==> config.mk <==
export PLATFORM = sky130hd
export DESIGN_NAME = circ_addr_gen
export DESIGN_NICKNAME = d
export VERILOG_FILES = /design/src/rtl/circ_addr_pkg.sv /design/src/rtl/circ_addr_ctrl.sv /design/src/rtl/circ_addr_dp.sv /design/src/rtl/circ_addr_gen.sv
export SDC_FILE = /design/constraint.sdc
export NUM_CORES = 1
export LEC_CHECK = 0
export BUFFER_PORTS_ARGS = -buffer_cell sky130_fd_sc_hd__buf_4
export CAP_MARGIN = 10
export CORE_ASPECT_RATIO = 0.5
export CORE_MARGIN = 5
export CORE_UTILIZATION = 60
export DETAILED_ROUTE_END_ITERATION = 12
export GPL_ROUTABILITY_DRIVEN = 1
export PLACE_DENSITY = 0.78
export REMOVE_ABC_BUFFERS = 1
export SYNTH_ARGS = -nofsm -noshare
export SYNTH_HDL_FRONTEND = slang
export SYNTH_SLANG_ARGS = --single-unit
==> constraint.sdc <==
create_clock -name clk -period 6.2 [get_ports clk]
set_input_delay 0.62 -clock clk [delete_from_list [all_inputs] [get_ports clk]]
set_output_delay 0.62 -clock clk [all_outputs]
set_load 0.02 [all_outputs]
==> src/rtl/circ_addr_pkg.sv <==
package circ_addr_pkg;
  localparam logic [2:0] SEL_BASE = 3'd0;
  localparam logic [2:0] SEL_LEN  = 3'd1;
  localparam logic [2:0] SEL_IDX  = 3'd2;
  localparam logic [2:0] SEL_STEP = 3'd3;
  localparam logic [2:0] SEL_CLR  = 3'd4;

  typedef struct packed {
    logic ldBase;
    logic ldLen;
    logic ldIdx;
    logic ldStep;
    logic stepEn;
    logic clrIrq;
  } ctl_strobe_t;
endpackage

==> src/rtl/circ_addr_ctrl.sv <==
module circ_addr_ctrl
  import circ_addr_pkg::*;
(
  input  logic        clk,
  input  logic        rstN,
  input  logic        advance,
  input  logic        wrEn,
  input  logic [2:0]  wrSel,
  input  logic        clrBit,
  input  logic        wrapHit,
  output ctl_strobe_t strb,
  output logic        wrapPulse,
  output logic        irq
);
  // write decode; a write always blocks the advance
  always_comb begin
    strb        = '0;
    strb.ldBase = wrEn && (wrSel == SEL_BASE);
    strb.ldLen  = wrEn && (wrSel == SEL_LEN);
    strb.ldIdx  = wrEn && (wrSel == SEL_IDX);
    strb.ldStep = wrEn && (wrSel == SEL_STEP);
    strb.clrIrq = wrEn && (wrSel == SEL_CLR) && clrBit;
    strb.stepEn = advance && !wrEn;
  end

  always_ff @(posedge clk) begin
    if (!rstN) begin
      wrapPulse <= 1'b0;
      irq       <= 1'b0;
    end else begin
      wrapPulse <= strb.stepEn && wrapHit;
      if (strb.stepEn && wrapHit) irq <= 1'b1;
      else if (strb.clrIrq)       irq <= 1'b0;
    end
  end

  assert_irq_follows_wrap_R8: assert property (@(posedge clk) disable iff (!rstN)
    wrapPulse |-> irq);
  assert_irq_sticky_R8: assert property (@(posedge clk) disable iff (!rstN)
    (irq && !strb.clrIrq) |=> irq);
  assert_clear_drops_irq_R8: assert property (@(posedge clk) disable iff (!rstN)
    strb.clrIrq |=> !irq);
  assert_write_blocks_wrap_R9: assert property (@(posedge clk) disable iff (!rstN)
    wrEn |=> !wrapPulse);
endmodule

==> src/rtl/circ_addr_dp.sv <==
module circ_addr_dp
  import circ_addr_pkg::*;
#(
  parameter int ADDR_W = 8
) (
  input  logic              clk,
  input  logic              rstN,
  input  ctl_strobe_t       strb,
  input  logic [ADDR_W:0]   wrData,
  output logic              wrapHit,
  output logic [ADDR_W-1:0] idx
);
  localparam int SW = ADDR_W + 2;

  logic [ADDR_W-1:0] baseR, lenR;
  logic [ADDR_W:0]   stepR;
  logic signed [SW-1:0] idxW, stepW, baseW, lenW, limitW, sumW, nextW;
  logic stepPos, stepNeg, wrapUp, wrapDn;

  always_comb begin
    idxW    = signed'({2'b00, idx});
    baseW   = signed'({2'b00, baseR});
    lenW    = signed'({2'b00, lenR});
    stepW   = signed'({stepR[ADDR_W], stepR});
    limitW  = baseW + lenW;
    sumW    = idxW + stepW;
    stepNeg = stepR[ADDR_W];
    stepPos = !stepR[ADDR_W] && (stepR != '0);
    wrapUp  = stepPos && (sumW >= limitW);
    wrapDn  = stepNeg && (sumW < baseW);
    wrapHit = wrapUp || wrapDn;
    if (wrapUp)      nextW = sumW - lenW;
    else if (wrapDn) nextW = sumW + lenW;
    else             nextW = sumW;
  end

  always_ff @(posedge clk) begin
    if (!rstN) begin
      baseR <= '0;
      lenR  <= '0;
      stepR <= '0;
      idx   <= '0;
    end else begin
      if (strb.ldBase) baseR <= wrData[ADDR_W-1:0];
      if (strb.ldLen)  lenR  <= wrData[ADDR_W-1:0];
      if (strb.ldStep) stepR <= wrData;
      if (strb.ldIdx)       idx <= wrData[ADDR_W-1:0];
      else if (strb.stepEn) idx <= nextW[ADDR_W-1:0];
    end
  end

  // checker-side view of the window, independent of the fold arithmetic
  logic inWin, stepOk;
  logic [ADDR_W:0] magStep;
  always_comb begin
    magStep = stepR[ADDR_W] ? (~stepR + 1'b1) : stepR;
    stepOk  = (stepR != '0) && ({1'b0, magStep} <= {2'b00, lenR});
    inWin   = ({1'b0, idx} >= {1'b0, baseR}) &&
              ({1'b0, idx} < ({1'b0, baseR} + {1'b0, lenR}));
  end

  assert_stays_in_window_R11: assert property (@(posedge clk) disable iff (!rstN)
    (strb.stepEn && inWin && stepOk) |=> inWin);
  assert_index_load_verbatim_R3: assert property (@(posedge clk) disable iff (!rstN)
    strb.ldIdx |=> (idx == $past(wrData[ADDR_W-1:0])));
  assert_idle_holds_R4: assert property (@(posedge clk) disable iff (!rstN)
    (!strb.ldIdx && !strb.stepEn) |=> $stable(idx));
endmodule

==> src/rtl/circ_addr_gen.sv <==
module circ_addr_gen
  import circ_addr_pkg::*;
#(
  parameter int ADDR_W = 8
) (
  input  logic              clk,
  input  logic              rstN,
  input  logic              advance,
  input  logic              wrEn,
  input  logic [2:0]        wrSel,
  input  logic [ADDR_W:0]   wrData,
  output logic [ADDR_W-1:0] addr,
  output logic              wrapPulse,
  output logic              irq
);
  ctl_strobe_t strb;
  logic wrapHit;

  circ_addr_ctrl ctrl_i (
    .clk(clk), .rstN(rstN), .advance(advance), .wrEn(wrEn), .wrSel(wrSel),
    .clrBit(wrData[0]), .wrapHit(wrapHit), .strb(strb),
    .wrapPulse(wrapPulse), .irq(irq)
  );

  circ_addr_dp #(.ADDR_W(ADDR_W)) dp_i (
    .clk(clk), .rstN(rstN), .strb(strb), .wrData(wrData),
    .wrapHit(wrapHit), .idx(addr)
  );
endmodule

Word level (Yosys, flattened, before mapping)
Index checks and enable logic that the tools add are counted.
- input port bits: 16
- register bits after elaboration: 35
- muxes and demuxes: 6
- add/subtract/negate cells: 4
- order comparisons: 2
- reductions and logical operators: 18
- equal/unequal tests: 4
- operators with widths (operator ; count):
    2-to-1 mux 8 bit ; 4
    logical AND 1 bit ; 11
    adder 9 x 9 -> 10 bit ; 1
    greater-or-equal comparator 10 bit ; 1
    < comparator 10 x 9 -> 1 bit ; 1
    adder 8 x 8 -> 9 bit ; 1
    nonzero test 9 bit ; 1
    adder 8 bit ; 1
    subtractor 8 bit ; 1
    == test 3 x 2 -> 1 bit (second input constant) ; 2
    nonzero test 2 bit ; 2
    == test 3 x 1 -> 1 bit (second input constant) ; 1
    == test 3 bit (second input constant) ; 1
    zero test 3 bit ; 1
    zero test 1 bit ; 2
    2-to-1 mux 1 bit ; 2
    logical OR 1 bit ; 1

Longest topological paths before layout
- depth in word-level cells: 7
- mapped depth: 16
- mapped depth without buffers: 15

By module
From an unflattened synthesis, not the netlist that was laid out.
- cell total of the unflattened synthesis: 381
- area, all modules: 3280.6 sq um
- by module, submodules not included (module ; sequential area each (sq um) ; cells an instance ; area each (sq um) ; instances):
    circ_addr_dp ; 660.6 ; 369 ; 3153.0 ; 1
    circ_addr_ctrl ; 40.0 ; 12 ; 127.6 ; 1

Worst setup path before layout
Ideal clock, no wire load.
- kind: register -> register
- start point: register dp_i.idx[0]
- end point: register dp_i.idx[5]
- clock period less this slack: 3668 ps
- cell stages (with the launch flop): 14
- arrival time: 3551 ps
- path buffers: 1
- path slack: 2532 ps
- cells stage by stage: dfxtp_1 -> ha_1 -> fa_1 -> a21o_1 -> a221o_1 -> nor2_1 -> xnor2_1 -> ha_1 -> and3_1 -> o41ai_4 -> nor2_2 -> buf_6 -> or3_1 -> a32o_1
- cells in the longest elaborated chain, start to end: 7
- elaborated cells between the ends (all ways): 11
- RTL lines (element ; RTL line ; source):
    from (decl) ; circ_addr_dp.sv:11 ; output logic [ADDR_W-1:0] idx
    from (signal assigned) ; circ_addr_dp.sv:47 ; if (strb.ldIdx) idx <= wrData[ADDR_W-1:0];
    from (signal assigned) ; circ_addr_dp.sv:48 ; else if (strb.stepEn) idx <= nextW[ADDR_W-1:0];
    adder 9 x 9 -> 10 bit * ; circ_addr_dp.sv:26 ; sumW = idxW + stepW;
    < comparator 10 x 9 -> 1 bit ; circ_addr_dp.sv:30 ; wrapDn = stepNeg && (sumW < baseW);
    logical AND 1 bit ; circ_addr_dp.sv:30 ;
    2-to-1 mux 8 bit ; circ_addr_dp.sv:33 ; else if (wrapDn) nextW = sumW + lenW;
    2-to-1 mux 8 bit * ; circ_addr_dp.sv:32 ; if (wrapUp) nextW = sumW - lenW;
    2-to-1 mux 8 bit * ; circ_addr_dp.sv:48 ;
    2-to-1 mux 8 bit * ; circ_addr_dp.sv:47 ;
Mark *: on every way between the ends. The rest lies on a longest branch, timed or not. The select of a mux whose other input is x is not followed.
A chain may end at the register's enable or synchronous reset.

Worst setup path in the final report
Ends and elaborated chain as after synthesis.

==> metrics.csv <==
stage,metric,value,unit
power_and_ir_drop,power.switching,0.201,mW
cts,post-cts-setup-buffers,0,
cts,cts_tree,built,
critical_path,path_max_fanout,13,
layout,num-nets-final,481,
timing,setup_violations,0,
timing,slew_headroom,0.439,
power_and_ir_drop,p_leak,1.49,nW
place,place.gp.congestion,0.955,
yosys,yosys.area.top_type_share,0.224,
global_route,antenna_found_initial,0,
cts,h-tree-depth,2,
drt,drc,0,
power_and_ir_drop,sw_frac_of_total,0.338,
yosys,synth_ff_type,dfxtp_1,
layout,layout_common_cells,"nand2_1, ha_1, dfxtp_1, inv_1",
layout,final_core_util,0.691,
global_route,grt_pass1_vias,2806,
floorplan,fp.dieH,61.0,um
timing,finalWorstPathRequiredPeriod,4180,ps
yosys,synth_warnings,0,
power_and_ir_drop,combPwrFrac,0.306,
power_and_ir_drop,peakVddDrop,0.111,mV
global_route,overflow,0,
power_and_ir_drop,internal_power,0.394,mW
cts,cts_resized,0,
yosys,netlist_top_cells_area,"dfxtp_1, ha_1, nand2_1",
yosys,synth_cells,396,
cts,clkTransAtPathRegs,70,ps
global_route,grt_pass1_wl,14.3,mm
drt,ant_nets,0,
critical_path,crit_path_end_kind,register,
critical_path,cp.arrival,4370,ps
floorplan,ios,26,
cts,cts-root-buf,clkbuf_8,
critical_path,crit_type,reg2reg,
timing,worst_pin_slew,838,ps
global_route,track_usage,0.272,
drt,wl_met2,3.37,mm
timing,fin_crit_sh,0.674,
drt,wl,8.91,mm
drt,drt_pass1_iterations,5,
cts,cts.path.max_buffers,2,
timing,skew,3.90,ps
place,dpl_worst_slack,2120,ps
critical_path,worstPathRequired,6390,ps
layout,drive_above_1_share,0.115,
floorplan,start_util,0.628,
cts,cts_buffers,5,
power_and_ir_drop,power_density,173,nW/um2
place,dp_hpwl,7.13,mm
timing,clock.fmax,239,MHz
drt,met1Wirelength,4.33,mm
yosys,syn_area_per_cell,7.89,um2
yosys,synth_top_cell_by_area,dfxtp_1,
yosys,synth_edf_count,0,
drt,wl_per_cell,18.3,um
floorplan,dieArea,6840,um2
critical_path,worstSetupStartpointType,register,
cts,hold_buffers,0,
timing,rsz0062_at_grt,no,
cts,cts.sinks,35,
timing,slew_violations,0,
floorplan,die_w,112,um
job,cap_violations,0,
yosys,synth_cell_type_count,60,
cts,clk_latency,290,ps
outcome,outcome,finished clean,
drt,viasPerCell,6.15,
critical_path,r2r_slack,2020,ps
worst_hold_path,hold_class,reg2reg,
layout,area_delta_synth_final,10.1,%
power_and_ir_drop,power_frac_clock,0.289,
drt,drt_iter0_markers,214,
yosys,async_reset_ff_frac,0,
power_and_ir_drop,p_seq_frac,0.405,
floorplan,core_area,4980,um2
drt,wl_met3,1.10,mm
yosys,syn_area,3120,um2
global_route,grt_max_degree,38,
place,placed_cell_area,3350,um2
layout,diodes,0,
timing,tns,0,ps
layout,stdcell_area,3440,um2
yosys,synth_seq_cells,35,
timing,finalWorstSetupSlack,2020,ps
yosys,seq_area_frac_synth,0.224,
place,numPortBuffers,25,
drt,dr.max_layer_used,met4,
drt,vias,2999,
layout,final_common_cell,nand2_1,
floorplan,rows,18,
timing,final-hold-violation-count,0,
==> final timing paths <==
path | from | endpoint | depth (start not counted)
setup / recovery | dp_i.idx[0] | dp_i.idx[5] | 15
hold / removal | dp_i.stepR[0] | dp_i.stepR[0] | 2
setup reg to reg | dp_i.idx[0] | dp_i.idx[5] | 15
hold reg to reg | dp_i.stepR[0] | dp_i.stepR[0] | 2
==> logic make-up (layout without fill, tap and decap cells) <==
group | after synthesis | in the layout | share of synthesized area
buf+inv | 39 | 61 | 0.0497
mux | 3 | 3 | 0.0100
compound gates | 117 | 117 | 0.273
flops | 35 | 35 | 0.224
fa+ha+maj | 47 | 47 | 0.198
simple gates | 143 | 143 | 0.211
xor+xnor | 12 | 12 | 0.0336
==> worst max-delay path, stage by stage, from the launching register on <==
cell	delay (ps)
dfxtp_1	330
ha_1	240
fa_1	410
a21o_1	210
a221o_1	330
nor2_1	140
xnor2_1	330
ha_1	370
nand2_1	70
nor2_1	40
o21ai_0	100
a21oi_2	140
nor2_1	660
o21ai_0	200
a31o_1	270
a32o_1	240
==> synth_stat cells, drive strengths merged (3+ instances only) <==
cell,instances
nand2,70
ha,43
dfxtp,35
inv,29
a21boi,25
nor2,24
o21ai,22
a21oi,20
nor3,11
nand3,9
xnor2,9
clkbuf,8
o21bai,7
a21o,6
nand2b,5
or3,5
a22o,4
and2,4
and3,4
fa,4
nor2b,4
o31ai,4
a221oi,3
o2111ai,3
xor2,3
==> sequential cells by signal (all words and copies together) (netlist names) <==
name / count
dp_i.stepR: 9
ctrl_i.irq: 1
dp_i.idx: 8
dp_i.lenR: 8
dp_i.baseR: 8
ctrl_i.wrapPulse: 1
==> metal layers <==
| layer | up-vias | global-route usage |
|---|---|---|
| li1 | 1447 | - |
| met1 | 1389 | 0.393 |
| met2 | 150 | 0.382 |
| met3 | 13 | 0.107 |
| met4 | 0 | 0.0634 |
| met5 | - | 0 |
==> stage by stage <==
step	cells	total power [mW]	hold slack [ps]
4_1_cts	488	0.593	495
3_5_place_dp	481	0.421	485
2_1_floorplan	386	0.365	460
5_1_grt	488	0.629	516
6_report	488	0.595	490
3_3_place_gp	481	0.418	474
==> area by class of cell <==
type,instances,area [um2]
clock inverters,1,5.00
fillers,452,1540
well taps,70,87.6
repair buffers,25,188
clock buffers,6,82.6
flip-flops and latches,35,701
multi-input cells,322,2270
inverters,29,109
==> power by group through the flow <==
stage	clock, mW	combinational (mW)	sequential (mW)
floorplan	0	0.117	0.247
global placement	0	0.172	0.246
detailed placement	0	0.176	0.245
CTS	0.175	0.177	0.240
global route	0.188	0.199	0.242
finish	0.172	0.182	0.241
Power figures use the tool's default switching activity.
